==> src/rtl/tls_pkg.sv <==
// Shared command encoding for the zero-turnaround SRAM.
// Assumes the three chip selects and write enable are sampled together.
package tls_pkg;

    typedef enum logic [1:0] {
        CMD_NONE  = 2'd0,
        CMD_READ  = 2'd1,
        CMD_WRITE = 2'd2
    } cmd_e;

    // Turn raw select and direction pins into a pipeline command.
    function automatic cmd_e decode_cmd(input logic sa_n, input logic sb,
                                        input logic sc_n, input logic wn);
        if (sa_n || !sb || sc_n) begin
            return CMD_NONE;
        end
        return wn ? CMD_READ : CMD_WRITE;
    endfunction

endpackage

==> src/rtl/tls_cmd_pipe.sv <==
// Two-stage command pipeline: stage 0 holds the command sampled at the
// last accepted edge, stage 1 the one before it. Address and lane enables
// ride along. Assumes hold freezes everything and sleep empties the
// command slots asynchronously.
module tls_cmd_pipe
    import tls_pkg::*;
#(
    parameter int ADDR_W = 4,
    parameter int LANES  = 4
) (
    input  logic              clk,
    input  logic              rst_n,
    input  logic              sleep,
    input  logic              hold,
    input  cmd_e              in_cmd,
    input  logic [ADDR_W-1:0] in_addr,
    input  logic [LANES-1:0]  in_lane_n,
    output cmd_e              s0_cmd,
    output logic [ADDR_W-1:0] s0_addr,
    output cmd_e              s1_cmd,
    output logic [ADDR_W-1:0] s1_addr,
    output logic [LANES-1:0]  s1_lane_n
);

    localparam int DEPTH = 2;

    cmd_e              cmd_q  [DEPTH];
    logic [ADDR_W-1:0] addr_q [DEPTH];
    logic [LANES-1:0]  lane_q [DEPTH];

    // Command slots: emptied by sleep or reset, shifted on accepted edges.
    always_ff @(posedge clk or posedge sleep) begin
        if (sleep) begin
            for (int i = 0; i < DEPTH; i++) cmd_q[i] <= CMD_NONE;
        end else if (!rst_n) begin
            for (int i = 0; i < DEPTH; i++) cmd_q[i] <= CMD_NONE;
        end else if (!hold) begin
            cmd_q[0] <= in_cmd;
            for (int i = 1; i < DEPTH; i++) cmd_q[i] <= cmd_q[i-1];
        end
    end

    // Address and lane enables follow their command down the pipe.
    always_ff @(posedge clk) begin
        if (!hold) begin
            addr_q[0] <= in_addr;
            lane_q[0] <= in_lane_n;
            for (int i = 1; i < DEPTH; i++) begin
                addr_q[i] <= addr_q[i-1];
                lane_q[i] <= lane_q[i-1];
            end
        end
    end

    assign s0_cmd    = cmd_q[0];
    assign s0_addr   = addr_q[0];
    assign s1_cmd    = cmd_q[1];
    assign s1_addr   = addr_q[1];
    assign s1_lane_n = lane_q[1];

endmodule

==> src/rtl/tls_lane_array.sv <==
// Storage split into byte lanes, one small memory per lane, so a write
// touches only enabled lanes. Asynchronous read, synchronous write.
// Assumes contents are not initialised and survive reset and sleep.
module tls_lane_array #(
    parameter int ADDR_W = 4,
    parameter int LANES  = 4,
    parameter int LANE_W = 9
) (
    input  logic                    clk,
    input  logic                    wr_en,
    input  logic [ADDR_W-1:0]       wr_addr,
    input  logic [LANES-1:0]        wr_lane_n,
    input  logic [LANES*LANE_W-1:0] wr_data,
    input  logic [ADDR_W-1:0]       rd_addr,
    output logic [LANES*LANE_W-1:0] rd_data
);

    localparam int WORDS = 1 << ADDR_W;

    for (genvar k = 0; k < LANES; k++) begin : g_lane
        logic [LANE_W-1:0] cells [WORDS];

        // Store this lane only when its enable is active.
        always_ff @(posedge clk) begin
            if (wr_en && !wr_lane_n[k]) begin
                cells[wr_addr] <= wr_data[k*LANE_W +: LANE_W];
            end
        end

        assign rd_data[k*LANE_W +: LANE_W] = cells[rd_addr];
    end

endmodule

==> src/rtl/tls_read_out.sv <==
// Read return path: merges bus data from an in-flight write into the
// array word lane by lane, loads the output register, and keeps the drive
// flag. Assumes only stage 1 can hold a write older than the stage 0 read.
module tls_read_out
    import tls_pkg::*;
#(
    parameter int ADDR_W = 4,
    parameter int LANES  = 4,
    parameter int LANE_W = 9
) (
    input  logic                    clk,
    input  logic                    rst_n,
    input  logic                    sleep,
    input  logic                    hold,
    input  cmd_e                    s0_cmd,
    input  logic [ADDR_W-1:0]       s0_addr,
    input  cmd_e                    s1_cmd,
    input  logic [ADDR_W-1:0]       s1_addr,
    input  logic [LANES-1:0]        s1_lane_n,
    input  logic [LANES*LANE_W-1:0] bus_in,
    input  logic [LANES*LANE_W-1:0] array_q,
    output logic [LANES*LANE_W-1:0] q,
    output logic                    drive_q
);

    localparam int DATA_W = LANES * LANE_W;

    logic [DATA_W-1:0] merged;
    logic              same_word;

    assign same_word = (s1_cmd == CMD_WRITE) && (s1_addr == s0_addr);

    for (genvar k = 0; k < LANES; k++) begin : g_fwd
        logic hit;
        assign hit = same_word && !s1_lane_n[k];
        assign merged[k*LANE_W +: LANE_W] = hit ? bus_in[k*LANE_W +: LANE_W]
                                                : array_q[k*LANE_W +: LANE_W];
    end

    // Output register: captures the merged word for a read.
    always_ff @(posedge clk) begin
        if (!rst_n) begin
            q <= '0;
        end else if (!hold && (s0_cmd == CMD_READ)) begin
            q <= merged;
        end
    end

    // Drive flag: set only for the slot that follows a read.
    always_ff @(posedge clk or posedge sleep) begin
        if (sleep) begin
            drive_q <= 1'b0;
        end else if (!rst_n) begin
            drive_q <= 1'b0;
        end else if (!hold) begin
            drive_q <= (s0_cmd == CMD_READ);
        end
    end

endmodule

==> src/rtl/tls_sram.sv <==
// Zero-turnaround pipelined SRAM top. Samples selects, direction, address
// and lane enables on each accepted rising edge. Read data is driven one
// accepted edge later; write data is taken from the bus two accepted edges
// later. Assumes sleep is raised only with the device deselected and the
// pipeline drained of writes.
module tls_sram
    import tls_pkg::*;
#(
    parameter int ADDR_W = 4,
    parameter int LANES  = 4,
    parameter int LANE_W = 9
) (
    input  logic                    clk,
    input  logic                    rst_n,
    input  logic                    sleep,
    input  logic                    clk_en_n,
    input  logic                    sel_a_n,
    input  logic                    sel_b,
    input  logic                    sel_c_n,
    input  logic                    wr_n,
    input  logic [ADDR_W-1:0]       addr,
    input  logic [LANES-1:0]        lane_wr_n,
    input  logic [LANES*LANE_W-1:0] data_i,
    output logic [LANES*LANE_W-1:0] data_o,
    output logic                    data_oe
);

    localparam int DATA_W = LANES * LANE_W;

    cmd_e              in_cmd;
    cmd_e              s0_cmd;
    cmd_e              s1_cmd;
    logic [ADDR_W-1:0] s0_addr;
    logic [ADDR_W-1:0] s1_addr;
    logic [LANES-1:0]  s1_lane_n;
    logic [DATA_W-1:0] array_q;
    logic              commit;
    logic              drive_q;

    assign in_cmd = decode_cmd(sel_a_n, sel_b, sel_c_n, wr_n);
    assign commit = (s1_cmd == CMD_WRITE) && !clk_en_n;

    tls_cmd_pipe #(
        .ADDR_W (ADDR_W),
        .LANES  (LANES)
    ) u_pipe (
        .clk       (clk),
        .rst_n     (rst_n),
        .sleep     (sleep),
        .hold      (clk_en_n),
        .in_cmd    (in_cmd),
        .in_addr   (addr),
        .in_lane_n (lane_wr_n),
        .s0_cmd    (s0_cmd),
        .s0_addr   (s0_addr),
        .s1_cmd    (s1_cmd),
        .s1_addr   (s1_addr),
        .s1_lane_n (s1_lane_n)
    );

    tls_lane_array #(
        .ADDR_W (ADDR_W),
        .LANES  (LANES),
        .LANE_W (LANE_W)
    ) u_array (
        .clk       (clk),
        .wr_en     (commit),
        .wr_addr   (s1_addr),
        .wr_lane_n (s1_lane_n),
        .wr_data   (data_i),
        .rd_addr   (s0_addr),
        .rd_data   (array_q)
    );

    tls_read_out #(
        .ADDR_W (ADDR_W),
        .LANES  (LANES),
        .LANE_W (LANE_W)
    ) u_out (
        .clk       (clk),
        .rst_n     (rst_n),
        .sleep     (sleep),
        .hold      (clk_en_n),
        .s0_cmd    (s0_cmd),
        .s0_addr   (s0_addr),
        .s1_cmd    (s1_cmd),
        .s1_addr   (s1_addr),
        .s1_lane_n (s1_lane_n),
        .bus_in    (data_i),
        .array_q   (array_q),
        .q         (data_o),
        .drive_q   (drive_q)
    );

    assign data_oe = drive_q && !sleep;

endmodule

==> config.mk <==
export PLATFORM = sky130hd
export DESIGN_NAME = tls_sram
export DESIGN_NICKNAME = d
export VERILOG_FILES = /design/src/rtl/tls_pkg.sv /design/src/rtl/tls_cmd_pipe.sv /design/src/rtl/tls_lane_array.sv /design/src/rtl/tls_read_out.sv /design/src/rtl/tls_sram.sv
export SDC_FILE = /design/constraint.sdc
export NUM_CORES = 1
export LEC_CHECK = 0
export BUFFER_PORTS_ARGS = -buffer_cell sky130_fd_sc_hd__buf_2
export CAP_MARGIN = 25
export CORE_MARGIN = 1.5
export CORE_UTILIZATION = 48
export DETAILED_ROUTE_END_ITERATION = 7
export HOLD_SLACK_MARGIN = 0.12
export MAX_ROUTING_LAYER = met4
export PLACE_DENSITY = 0.67
export SYNTH_ARGS = -nofsm -noshare
export SYNTH_HDL_FRONTEND = slang
export SYNTH_SLANG_ARGS = --single-unit
==> constraint.sdc <==
create_clock -name clk -period 2.05 [get_ports clk]
set_clock_uncertainty 0.2 [all_clocks]
set_input_delay 0.41 -clock clk [delete_from_list [all_inputs] [get_ports clk]]
set_output_delay 0.41 -clock clk [all_outputs]
set_load 0.01 [all_outputs]
==> Word level (Yosys, flattened, before mapping) <==
Memories as Yosys holds them, arrays and structs flattened. A register that Yosys moved wholly into a read port is not among the register bits.
Index checks and enable logic that the tools add are counted.
{ "word_totals": {"n_memories": 6, "wordCells": 49, "output_inout_bits": 37, "mem_bits_rw": 592, "inputBits": 52, "regBits": 5} }
{ "mem_list": {"columns": ["memory", "depth", "word_bits", "read_ports", "rd_ports_with_merged_regs", "write_ports", "line", "source"], "rows": [
  ["u_array.g_lane[0].cells", 16, 9, 1, 1, 1, "tls_lane_array.sv:21", "logic [LANE_W-1:0] cells [WORDS];"],
  ["u_array.g_lane[1].cells", 16, 9, 1, 1, 1, "tls_lane_array.sv:21", null],
  ["u_array.g_lane[2].cells", 16, 9, 1, 1, 1, "tls_lane_array.sv:21", null],
  ["u_array.g_lane[3].cells", 16, 9, 1, 1, 1, "tls_lane_array.sv:21", null],
  ["u_pipe.addr_q", 2, 4, 2, 0, 2, "tls_cmd_pipe.sv:28", "logic [ADDR_W-1:0] addr_q [DEPTH];"],
  ["u_pipe.lane_q", 2, 4, 2, 0, 2, "tls_cmd_pipe.sv:29", "logic [LANES-1:0] lane_q [DEPTH];"]
]} }
{ "classes": {"mux": 17, "n_reduce_logical": 20, "n_eq_ne": 3} }
{ "ops": {"columns": ["cell", "count"], "rows": [
  ["$mux W1", 12],
  ["$logic_not A1 Y1", 11],
  ["$mux W4", 2],
  ["$logic_and A1 B1 Y1", 7],
  ["$mux W2", 3],
  ["$eq A2 B1 Y1 const B", 1],
  ["$eq A2 B2 Y1 const B", 1],
  ["$logic_or A1 B1 Y1", 2],
  ["$ne A2 B2 Y1 const B", 1]
]} }

==> Longest topological paths before layout <==
Gate-level depths: netlist of run 1.
{ "depth": {"ltp_word": 7, "depth_mapped": 8, "mapped_depth_nobuf": 4} }

==> Cells and area by module <==
Synthesis of run 1 repeated with hierarchy kept, for this count alone.
{ "hier_totals": {"hier_cells": 1239, "area_unflattened_um2": 24407.2} }
{ "by_module_without_submodules": {"columns": ["mod", "seq_area_each_um2", "n_inst", "area_per_inst_um2", "cells_each"], "rows": [
  ["tls_lane_array", 17296.6, 1, 21886.0, 977],
  ["tls_read_out", 745.7, 1, 1785.5, 223],
  ["tls_cmd_pipe", 580.6, 1, 694.4, 35],
  ["tls_sram", 0.0, 1, 41.3, 4]
]} }

==> Least setup slack after synthesis of run 1 <==
OpenSTA, ideal clock, no wires.
{ "synth_path": {"path_kind": "input to register", "from": "input port clk_en_n", "to": "memory u_array.g_lane[2].cells[10][0], enable pin", "required_time_ns": 1.476, "setup_time_ns": 0.374, "path_buffers": 4, "path_stages": 7, "arrival_ns": 1.803, "path_slack_ns": -0.327, "cell_sequence": "buf_4 -> nor3b_4 -> nand2b_1 -> buf_2 -> clkbuf_1 -> buf_2 -> nor2_1"} }
{ "synth_via": {"elab_chain_cells": 5} }
{ "synth_rtl": {"columns": ["element", "line", "source"], "rows": [
  ["from (decl)", "tls_sram.sv:16", "input logic clk_en_n,"],
  ["$logic_not A1 Y1", "tls_sram.sv:41", "assign commit = (s1_cmd == CMD_WRITE) && !clk_en_n;"],
  ["$logic_and A1 B1 Y1", "tls_sram.sv:41", null],
  ["$logic_and A1 B1 Y1", "tls_lane_array.sv:25", "if (wr_en && !wr_lane_n[k]) begin"],
  ["$mux W1", "tls_lane_array.sv:25", null],
  ["$mux W1 (implied by the code)", "tls_lane_array.sv:26", "cells[wr_addr] <= wr_data[k*LANE_W +: LANE_W];"],
  ["to (decl)", "tls_lane_array.sv:21", null]
]} }
No other way between the ends.

==> results of run 1 <==
## synthesized netlist by cell type
cell / count
mux4_1: 17
nand3_1: 9
a31oi_1: 36
o41ai_1: 36
edfxtp_1: 592
buf_8: 1
nand4_1: 37
nand2b_1: 40
dfxtp_1: 36
inv_1: 1
nand4_2: 1
nand3b_1: 1
xnor2_1: 3
buf_12: 7
buf_4: 14
mux4_2: 91
nor2_2: 1
nor3b_4: 1
xnor2_2: 1
mux2i_1: 110
nor3b_2: 1
buf_1: 7
clkbuf_1: 28
nor4b_1: 1
nor2_1: 66
buf_6: 3
o21a_1: 40
nor2b_1: 8
a21boi_1: 1
buf_2: 32
inv_2: 1
nand2_1: 84
or2_0: 13
o21ai_0: 1
or2_1: 23
dfrtp_1: 5
## through the flow
stage	setup WS [ns]	power (mW)	instances	hold slack, ns	cell area (um2)
6_report	-0.0972	28.4	2375	0.180	31800
5_1_grt	-0.158	29.2	2375	0.217	31800
4_1_cts	-0.0742	28.4	2353	0.158	31200
3_5_place_dp	-0.0616	16.1	2177	0.133	28400
3_3_place_gp	-0.0638	16.1	2177	0.127	28400
2_1_floorplan	-0.101	15.5	1349	-0.0115	25600
## cell usage in the layout, fill, tap and decap left out, types with 10 or more instances in the layout
cell,instances
or2_0,11
clkbuf_1,10
nand2b_1,26
mux4_1,13
buf_2,88
nor2_1,12
or2_1,25
buf_4,76
nor2_2,14
edfxtp_1,592
nand2_1,83
buf_12,83
nand4_1,37
nand2b_4,10
mux2i_1,110
o41ai_1,26
clkinv_2,13
dlygate4sd3_1,51
nor2_4,41
clkinv_1,12
clkbuf_16,78
o21a_1,38
mux4_2,95
a31oi_1,35
o41ai_2,10
dfxtp_1,36
## worst min-delay path: cells and delay by family
family / cells / cell delay [ns]
buf+inv: 3 / 0.40
simple gates: 2 / 0.13
## flip-flops by register name (all words and copies together), names as in the netlist
name                  cells
u_pipe.lane_q             8
u_array.g_lane.cells    576
u_out.q                  36
u_pipe.s0_cmd             2
u_out.drive_q             1
u_pipe.addr_q             8
u_pipe.s1_cmd             2
## cell families (layout without fill, tap and decap cells)
logic type | count (synthesis) | after routing | share of synthesized area, %
buffers and inverters | 94 | 440 | 2.36
AOI/OAI and AO/OA | 114 | 114 | 3.39
and+or+nand+nor | 286 | 286 | 5.69
muxes | 218 | 218 | 14.3
DFF | 633 | 633 | 74.1
xor gates and xnor gates | 4 | 4 | 0.169
## timing repair
action	4_1_cts	5_1_grt
endpoints found under the hold margin	596	0
buffers inserted	3	14
pin swaps	4	3
setup endpoints to repair	77	151
gates resized for setup	12	46
hold buffers	51	0
cloned	1	8
## worst paths after layout
check                                              startpoint                       endpoint  slack, ns  depth (start not counted)
worst max-delay path            u_pipe.addr_q[0][0]$_DFFE_PN_       u_out.q[16]$_SDFFE_PN0P_       -0.1                          8
worst min-delay path                                 clk_en_n   u_pipe.s0_cmd[0]$_DFFE_PP0P_       0.18                          5
worst max register to register  u_pipe.addr_q[0][0]$_DFFE_PN_       u_out.q[16]$_SDFFE_PN0P_       -0.1                          8
worst min register to register  u_pipe.lane_q[0][1]$_DFFE_PN_  u_pipe.lane_q[0][5]$_DFFE_PN_       0.23                          0
max in group asynchronous                               sleep   u_pipe.s0_cmd[1]$_DFFE_PP0P_       0.81                          4
min in group asynchronous                               sleep   u_pipe.s0_cmd[0]$_DFFE_PP0P_       0.65                          4
## cell type report
class	count	share of cell area, %
timing repair buffer	317	11.2
inverter	2	0.0236
clock buffer	83	5.80
tap	680	2.68
clock inverter	38	1.23
multi-input combinational	622	20.4
sequential	633	58.6
## per-layer routing
| layer | share of wire, % | vias to the layer above |
|---|---|---|
| li1 | - | 6005 |
| met1 | 42 | 7062 |
| met2 | 49 | 491 |
| met3 | 6.6 | 102 |
| met4 | 2.5 | 0 |
| met5 | 0 | - |
## power by group through the flow
stage               logic, mW  clock network, mW  registers, mW
floorplan                1.02                  0           14.4
global placement         1.63                  0           14.5
detailed placement       1.65                  0           14.5
CTS                      1.77               12.4           14.2
global route             2.08               12.9           14.2
finish                   1.95               12.2           14.2
==> impl_metrics.toml, run 1 <==
[power_and_ir_drop]
seqPwrFrac_pct = 50.0
pwr-share-comb_pct = 6.9
pwr-share-clk_pct = 43.2
power_density_nw_per_um2 = 894
p_switching_mw = 5.92
power.leakage_nw = 10.8
sw_frac_of_total_pct = 20.9
internal_power_mw = 22.5
vdd_ir_drop_max_mv = 0.525

[critical_path]
crit_arrival_ns = 2.41
slowest_stage = "mux4_2"
crit_buf_inv = 4
cp_top_family = "buffers and inverters"
cp_common_cell = "buf_4"
crit_chain = "buf_12, buf_4, buf_4, clkbuf_16, mux4_2, nand2b_4, nand4_1, a31oi_1"
path_class = "flip-flop to flip-flop"
max_stage_delay_ns = 0.45
start_kind = "flip-flop"
crit_required_ns = 2.32
cp_max_fo = 7
worst_setup_path_end_kind = "flip-flop"

[hold_path]
hold_path_class = "input port to flip-flop"

[cells_and_area]
antenna_cells = 0
n_fill_cell = 3613
multi_input_area_um2 = 6480
area_growth_pct = 26.3
final_core_util_pct = 61.6
num-nets-final = 1694
seq_area_um2 = 18600
drive_gt1_share_pct = 32.6

[logic_synthesis]
ys_seq_area_share_pct = 74.1
synth_warnings = 0
synth_top_area_cell = "edfxtp_1"
yosysTopAreaCellShare_pct = 70.7
synth_cell_types = 36
synth_area_um2 = 25100
synthCells = 1349
synth.top_cells.by_area = "edfxtp_1, mux4_2, mux2i_1, dfxtp_1, mux4_1"
synth_nets = 1401
synth-seq-cells = 633
syn_area_per_cell_um2 = 18.6

[routing]
drc_errors = 0
first_pass_iters = 6
vias = 13660
drt-wirelength-per-cell_um = 25.2
drt_iter0_drc = 1253
avgViaCountPerCell = 5.75
drt-total-wl_um = 59900
postRouteAntennaNets = 0

[clocking]
htreeDepth = 3
cts_buffers = 66
cts_max_path_buffers = 3
cts_tree = "yes"
clkTransAtPathRegs_ns = 0.06
clock-root-buffer = "clkbuf_16"
numClockSinks = 633
clk_latency_ns = 0.59

[timing]
setup_viol = 27
layout_setup_ws_ns = -0.0972
finalCritPeriodShare_pct = 105
slew_viol_final = 0
fmax_mhz = 466
relSlewSlack_pct = 66.6
hold_viol = 0
worst_slew_pin_slew_ns = 0.499
finalSetupTns_ns = -1.08
rsz0062_at_grt = "true"
post-route-min-period_ns = 2.15

[grt]
grt_max_degree = 74
use_met3_pct = 3.34
track_usage_pct = 22.6
use_met1_pct = 30.2
busiest_layer = "met2"
grt_pass1_wl_um = 86700
antenna_found_initial = 1
grt_pass1_vias = 13992
grt_overflow = 0
grt_use_met2_pct = 36.0

[floorplanning]
die_h_um = 232
initial_core_util_pct = 48.8
core_um2 = 51500
die_area_um2 = 53800
fp-row-count = 83
die_w_um = 232
ios = 89

[outcome]
status = "finished with violations"
failed_checks = "negative setup slack"

[placement]
gp_congestion = 0.820
port_buffers = 88
dp_hpwl_um = 34900

[job]
maxCapViolCount = 0
Power figures use the tool's default switching activity.
==> inputs of run 2 (changes only) <==
--- a/config.mk
+++ b/config.mk
@@ -7,12 +7,14 @@
 export LEC_CHECK = 0
 export BUFFER_PORTS_ARGS = -buffer_cell sky130_fd_sc_hd__buf_2
 export CAP_MARGIN = 25
+export CELL_PAD_IN_SITES_DETAIL_PLACEMENT = 0
+export CELL_PAD_IN_SITES_GLOBAL_PLACEMENT = 1
 export CORE_MARGIN = 1.5
 export CORE_UTILIZATION = 48
 export DETAILED_ROUTE_END_ITERATION = 7
 export HOLD_SLACK_MARGIN = 0.12
 export MAX_ROUTING_LAYER = met4
-export PLACE_DENSITY = 0.67
+export PLACE_DENSITY_LB_ADDON = 0.1
 export SYNTH_ARGS = -nofsm -noshare
 export SYNTH_HDL_FRONTEND = slang
 export SYNTH_SLANG_ARGS = --single-unit
==> run 2 against run 1 <==
Compared with the run above:
- the flow still finishes with violations (negative setup slack)
- sequential share of layout area fell by 0.53 points
- clock-buffer cell count up 7
- critical path type unchanged
- largest cell class unchanged
- critical path depth is the same
- largest power group unchanged
- global-route usage grew 0.97 points
- sequential power about the same
- cell area rose by 0.91%
- non-clock buffer count grew 20
- power decreased by 0.88%
- register-to-register slack gained 0.04 ns
==> impl_metrics.toml, run 2 (synthesized netlist as in run 1, its figures left out) <==
[outcome]
status = "finished with violations"
failed_checks = "negative setup slack"

[power_and_ir_drop]
power.leakage_nw = 10.8
power_density_nw_per_um2 = 878
finalPower_mw = 28.1
vdd_ir_drop_max_mv = 0.658

[clocking]
numClockSinks = 633
htreeDepth = 3
clock-root-buffer = "clkbuf_16"
clkTransAtPathRegs_ns = 0.06
cts_max_path_buffers = 3
cts_tree = "yes"
cts_buffers = 68
clk_latency_ns = 0.59

[critical_path]
cp_common_cell = "buf_12"
worst_setup_path_end_kind = "flip-flop"
crit_required_ns = 2.31
path_class = "flip-flop to flip-flop"
crit_chain = "buf_6, buf_12, buf_12, buf_12, mux4_2, mux2i_1, or2_1, a31oi_1"
cp_max_fo = 5
cp_top_family = "multiplexers"
start_kind = "flip-flop"
crit_buf_inv = 4
slowest_stage = "mux4_2"
max_stage_delay_ns = 0.51
crit_arrival_ns = 2.37

[cells_and_area]
mostFrequentLayoutCells = "edfxtp_1, mux2i_1, mux4_2"
top_register = "u_array.g_lane.cells"
antenna_cells = 0
drive_gt1_share_pct = 35.1
num-nets-final = 1716
largest_reg_flops = 576
reg.largest.list = "u_array.g_lane.cells x576, u_out.q x36"
mostFrequentLayoutCell = "edfxtp_1"
final_core_util_pct = 62.2
area_growth_pct = 27.5

[grt]
track_usage_pct = 23.6
grt_pass1_vias = 13869
antenna_found_initial = 0
grt_pass1_wl_um = 89200
grt_overflow = 0
grt_max_degree = 74

[job]
maxCapViolCount = 0

[placement]
port_buffers = 88
gp_congestion = 0.845
dp_hpwl_um = 36500

[routing]
postRouteAntennaNets = 0
drt-total-wl_um = 61100
vias = 13542
drt-wirelength-per-cell_um = 25.5
drt_iter0_drc = 1116
avgViaCountPerCell = 5.65
drc_errors = 0
first_pass_iters = 4

[floorplanning]
die_h_um = 232
initial_core_util_pct = 48.8
fp-row-count = 83
core_um2 = 51500
ios = 89
die_w_um = 232
die_area_um2 = 53800

[timing]
hold_viol = 0
relSlewSlack_pct = 72.5
finalCritPeriodShare_pct = 103
worst_slew_pin_slew_ns = 0.413
layout_setup_ws_ns = -0.0548
slew_viol_final = 0
fmax_mhz = 475
setup_viol = 18
rsz0062_at_grt = "true"
post-route-min-period_ns = 2.10

[hold_path]
hold_path_class = "input port to flip-flop"
==> run 2: cell count changes in the layout (fill, tap and decap cells not counted), sizes merged <==
cell      change
bufinv        -3
clkbuf        +3
buf          +24
clkinvlp      +4
clkinv        -7
==> run 2: power by group <==
| group | internal [mW] | switching, mW |
|---|---|---|
| logic | 0.948 | 1.06 |
| registers | 14.1 | 0.0281 |
| clock network | 7.09 | 4.86 |
| total | 22.2 | 5.94 |
==> run 2: path summary, 6_finish.rpt <==
path	startpoint	endpoint	slack, ns	cells past startpoint
min in group asynchronous	sleep	u_pipe.s0_cmd[1]$_DFFE_PP0P_	0.65	4
worst min-delay path	rst_n	u_out.drive_q$_DFFE_PP0P_	0.16	3
worst max register to register	u_pipe.addr_q[0][0]$_DFFE_PN_	u_out.q[32]$_SDFFE_PN0P_	-0.05	8
worst min register to register	u_pipe.lane_q[0][0]$_DFFE_PN_	u_pipe.lane_q[0][4]$_DFFE_PN_	0.22	0
worst max-delay path	u_pipe.addr_q[0][0]$_DFFE_PN_	u_out.q[32]$_SDFFE_PN0P_	-0.05	8
max in group asynchronous	sleep	u_out.drive_q$_DFFE_PP0P_	0.83	4
==> run 2: metal layers <==
| metal | track usage, % | wire (um) | vias to the layer above |
|---|---|---|---|
| met4 | 6.70 | 1630 | 0 |
| li1 | - | - | 6026 |
| met2 | 37.4 | 29800 | 330 |
| met3 | 3.40 | 2630 | 101 |
| met5 | - | 0 | - |
| met1 | 32.1 | 27000 | 7085 |
==> run 2: through the flow <==
stage               std cells  cell area [um2]  setup slack [ns]  hold slack, ns  setup TNS, ns
floorplan                1349            25600            -0.101         -0.0115         -13.42
global placement         2195            28600            -0.277           0.127         -46.73
detailed placement       2195            28600            -0.278           0.131         -46.92
CTS                      2381            31600           -0.0581           0.127         -0.671
global route             2396            32000            -0.127           0.136          -2.87
finish                   2396            32000           -0.0548           0.159         -0.362
==> run 2: worst reg2reg max path: stages, from the launching register on <==
cell	delay (ns)
edfxtp_1	0.34
buf_6	0.13
buf_12	0.16
buf_12	0.15
buf_12	0.13
mux4_2	0.52
mux2i_1	0.16
or2_1	0.12
a31oi_1	0.06
==> run 2: repair_timing <==
item                                    in CTS  in global routing
pin swaps                                    7                 15
endpoints found under the setup margin     163                 91
setup buffers                               11                 13
gates cloned                                 2                  3
resized for setup                           37                 55
hold buffers                                51                  0
hold endpoints to repair                   597                  0
==> run 2: layout make-up <==
| class | count | area (um2) |
|---|---|---|
| well taps | 680 | 851 |
| multi-input cells | 622 | 6660 |
| clock inverters | 32 | 304 |
| flip-flops and latches | 633 | 18600 |
| inverters | 2 | 7.51 |
| fillers | 3711 | 19500 |
| clock buffers | 90 | 1880 |
| repair buffers | 337 | 3720 |
==> inputs of run 3 (changes only) <==
--- a/config.mk
+++ b/config.mk
@@ -6,10 +6,9 @@
 export NUM_CORES = 1
 export LEC_CHECK = 0
 export BUFFER_PORTS_ARGS = -buffer_cell sky130_fd_sc_hd__buf_2
-export CAP_MARGIN = 25
+export CAP_MARGIN = 10
 export CELL_PAD_IN_SITES_DETAIL_PLACEMENT = 0
 export CELL_PAD_IN_SITES_GLOBAL_PLACEMENT = 1
-export CORE_MARGIN = 1.5
 export CORE_UTILIZATION = 48
 export DETAILED_ROUTE_END_ITERATION = 7
 export HOLD_SLACK_MARGIN = 0.12
==> constraint.sdc (replaced) <==
create_clock -name clk -period 2.4 [get_ports clk]
set_clock_uncertainty 0.2 [all_clocks]
set_input_delay 0.48 -clock clk [delete_from_list [all_inputs] [get_ports clk]]
set_output_delay 0.48 -clock clk [all_outputs]
set_load 0.01 [all_outputs]
==> run 3 against run 2 <==
Compared with the run above:
- the flow now finishes without violations
- clock-buffer cell count grew 9
- die area shrank 0.86%
- utilization shrank 4.5 points
- largest power group unchanged
==> impl_metrics.toml, run 3 (synthesized netlist as in run 1, its figures left out) <==
[outcome]
status = "complete, no violations"

[timing]
finalSetupTns_ns = 0
hold_viol = 0
finalCritPeriodShare_pct = 92.9
relSlewSlack_pct = 39.3
worst_slew_pin_slew_ns = 0.908
fmax_mhz = 448
slew_viol_final = 0
rsz0062_at_grt = "false"
post-route-min-period_ns = 2.23
setup_viol = 0

[critical_path]
cp_max_fo = 24
crit_arrival_ns = 2.47
start_kind = "flip-flop"
worst_setup_path_end_kind = "flip-flop"
path_class = "flip-flop to flip-flop"
crit_required_ns = 2.64

[grt]
grt_max_degree = 75
grt_pass1_wl_um = 87200
track_usage_pct = 23.2
antenna_found_initial = 0
grt_overflow = 0
grt_pass1_vias = 13482

[power_and_ir_drop]
p_switching_mw = 4.89
internal_power_mw = 18.9
power_density_nw_per_um2 = 800
pwr-share-comb_pct = 5.8
sw_frac_of_total_pct = 20.6
vdd_ir_drop_max_mv = 0.437
finalPower_mw = 23.8
power.leakage_nw = 10.1
pwr-share-clk_pct = 43.2
seqPwrFrac_pct = 50.9

[cells_and_area]
top_register = "u_array.g_lane.cells"
mostFrequentLayoutCells = "edfxtp_1, mux2i_1, mux4_2"
drive_gt1_share_pct = 24.3
largest_reg_flops = 576
num-nets-final = 1629
mostFrequentLayoutCell = "edfxtp_1"
reg.largest.list = "u_array.g_lane.cells x576, u_out.q x36"
area_growth_pct = 18.3

[routing]
drc_errors = 0
postRouteAntennaNets = 0
vias = 13150
avgViaCountPerCell = 5.70
first_pass_iters = 5
drt_iter0_drc = 1066
drt-total-wl_um = 58200
drt-wirelength-per-cell_um = 25.2

[floorplanning]
die_w_um = 231
die_area_um2 = 53300
ios = 89
die_h_um = 231
initial_core_util_pct = 48.8
fp-row-count = 83
core_um2 = 51500

[clocking]
cts_max_path_buffers = 3
cts_buffers = 68
clock-root-buffer = "clkbuf_16"
clk_latency_ns = 0.59
clkTransAtPathRegs_ns = 0.06
cts_setup_buffers = 0
numClockSinks = 633
cts_tree = "yes"
htreeDepth = 3

[hold_path]
hold_path_class = "input port to async pin"

[job]
maxCapViolCount = 0

[placement]
gp_congestion = 0.791
port_buffers = 88
dp_hpwl_um = 33800
==> run 3: cell count changes in the layout (fill, tap and decap cells not counted), moves of 9 or more <==
cell,delta
mux4_2,-9
nor2_4,-41
nand2b_1,+15
nand2b_4,-11
nor2_1,+48
mux4_1,+9
o41ai_1,+30
buf_6,-15
o41ai_2,-29
buf_12,-64
==> run 3: power by group through the flow <==
stage | Sequential (mW) | Combinational, mW | Clock (mW)
3_3_place_gp | 12.3 | 1.33 | 0
6_report | 12.1 | 1.39 | 10.3
2_1_floorplan | 12.3 | 0.860 | 0
4_1_cts | 12.1 | 1.41 | 10.5
5_1_grt | 12.1 | 1.50 | 10.9
3_5_place_dp | 12.3 | 1.35 | 0
==> run 3: worst max-delay path, cell delays in order, from the launching register on <==
cell      delay (ns)
edfxtp_1        0.44
buf_4           0.22
buf_12          0.23
mux4_1          0.57
mux2i_1         0.20
or2_1           0.13
a31oi_1         0.07
==> run 3: path summary, 6_finish.rpt <==
| path | endpoint | start | cells after the start | slack [ns] |
|---|---|---|---|---|
| hold / removal | u_pipe.s1_cmd[0]$_DFFE_PP0P_ | sleep | 3 | 0.14 |
| hold reg to reg | u_pipe.lane_q[0][5]$_DFFE_PN_ | u_pipe.lane_q[0][1]$_DFFE_PN_ | 0 | 0.22 |
| max in group asynchronous | u_pipe.s0_cmd[1]$_DFFE_PP0P_ | sleep | 3 | 1.66 |
| min in group clk | u_pipe.lane_q[0][5]$_DFFE_PN_ | u_pipe.lane_q[0][1]$_DFFE_PN_ | 0 | 0.22 |
| setup / recovery | u_out.q[8]$_SDFFE_PN0P_ | u_pipe.addr_q[0][0]$_DFFE_PN_ | 6 | 0.17 |
| setup reg to reg | u_out.q[8]$_SDFFE_PN0P_ | u_pipe.addr_q[0][0]$_DFFE_PN_ | 6 | 0.17 |
==> run 3: what timing repair did <==
| action | in CTS | in global routing |
|---|---|---|
| endpoints found under the hold margin | 585 | 0 |
| gates resized for setup | 0 | 1 |
| hold buffers | 50 | 0 |
| endpoints found under the setup margin | 0 | 2 |
==> run 3: cell type report <==
| type | count | area [um2] |
|---|---|---|
| tap | 680 | 851 |
| clock inverter | 22 | 226 |
| timing repair buffer | 250 | 2110 |
| clock buffer | 99 | 1960 |
| sequential | 633 | 18600 |
| fill | 3921 | 21800 |
| multi-input combinational | 622 | 5960 |
| inverter | 2 | 7.51 |
| antenna | 1 | 2.50 |
==> run 3: metal layers <==
metal,track usage (%),routed length [um]
met5,-,0
met4,7.51,1230
met3,3.09,2550
met2,36.2,28200
met1,31.9,26200
==> run 3: through the flow <==
| step | cell area [um2] | util (%) | instances | worst slack [ns] | hold slack, ns |
|---|---|---|---|---|---|
| floorplan | 25200 | - | 1349 | -0.0470 | 0.0585 |
| global placement | 27000 | 52.5 | 2137 | 0.143 | 0.201 |
| detailed placement | 27000 | 52.5 | 2137 | 0.113 | 0.202 |
| CTS | 29700 | 57.7 | 2308 | 0.0776 | 0.122 |
| global route | 29700 | 57.7 | 2308 | 0.00631 | 0.160 |
| finish | 29700 | 57.7 | 2309 | 0.170 | 0.144 |
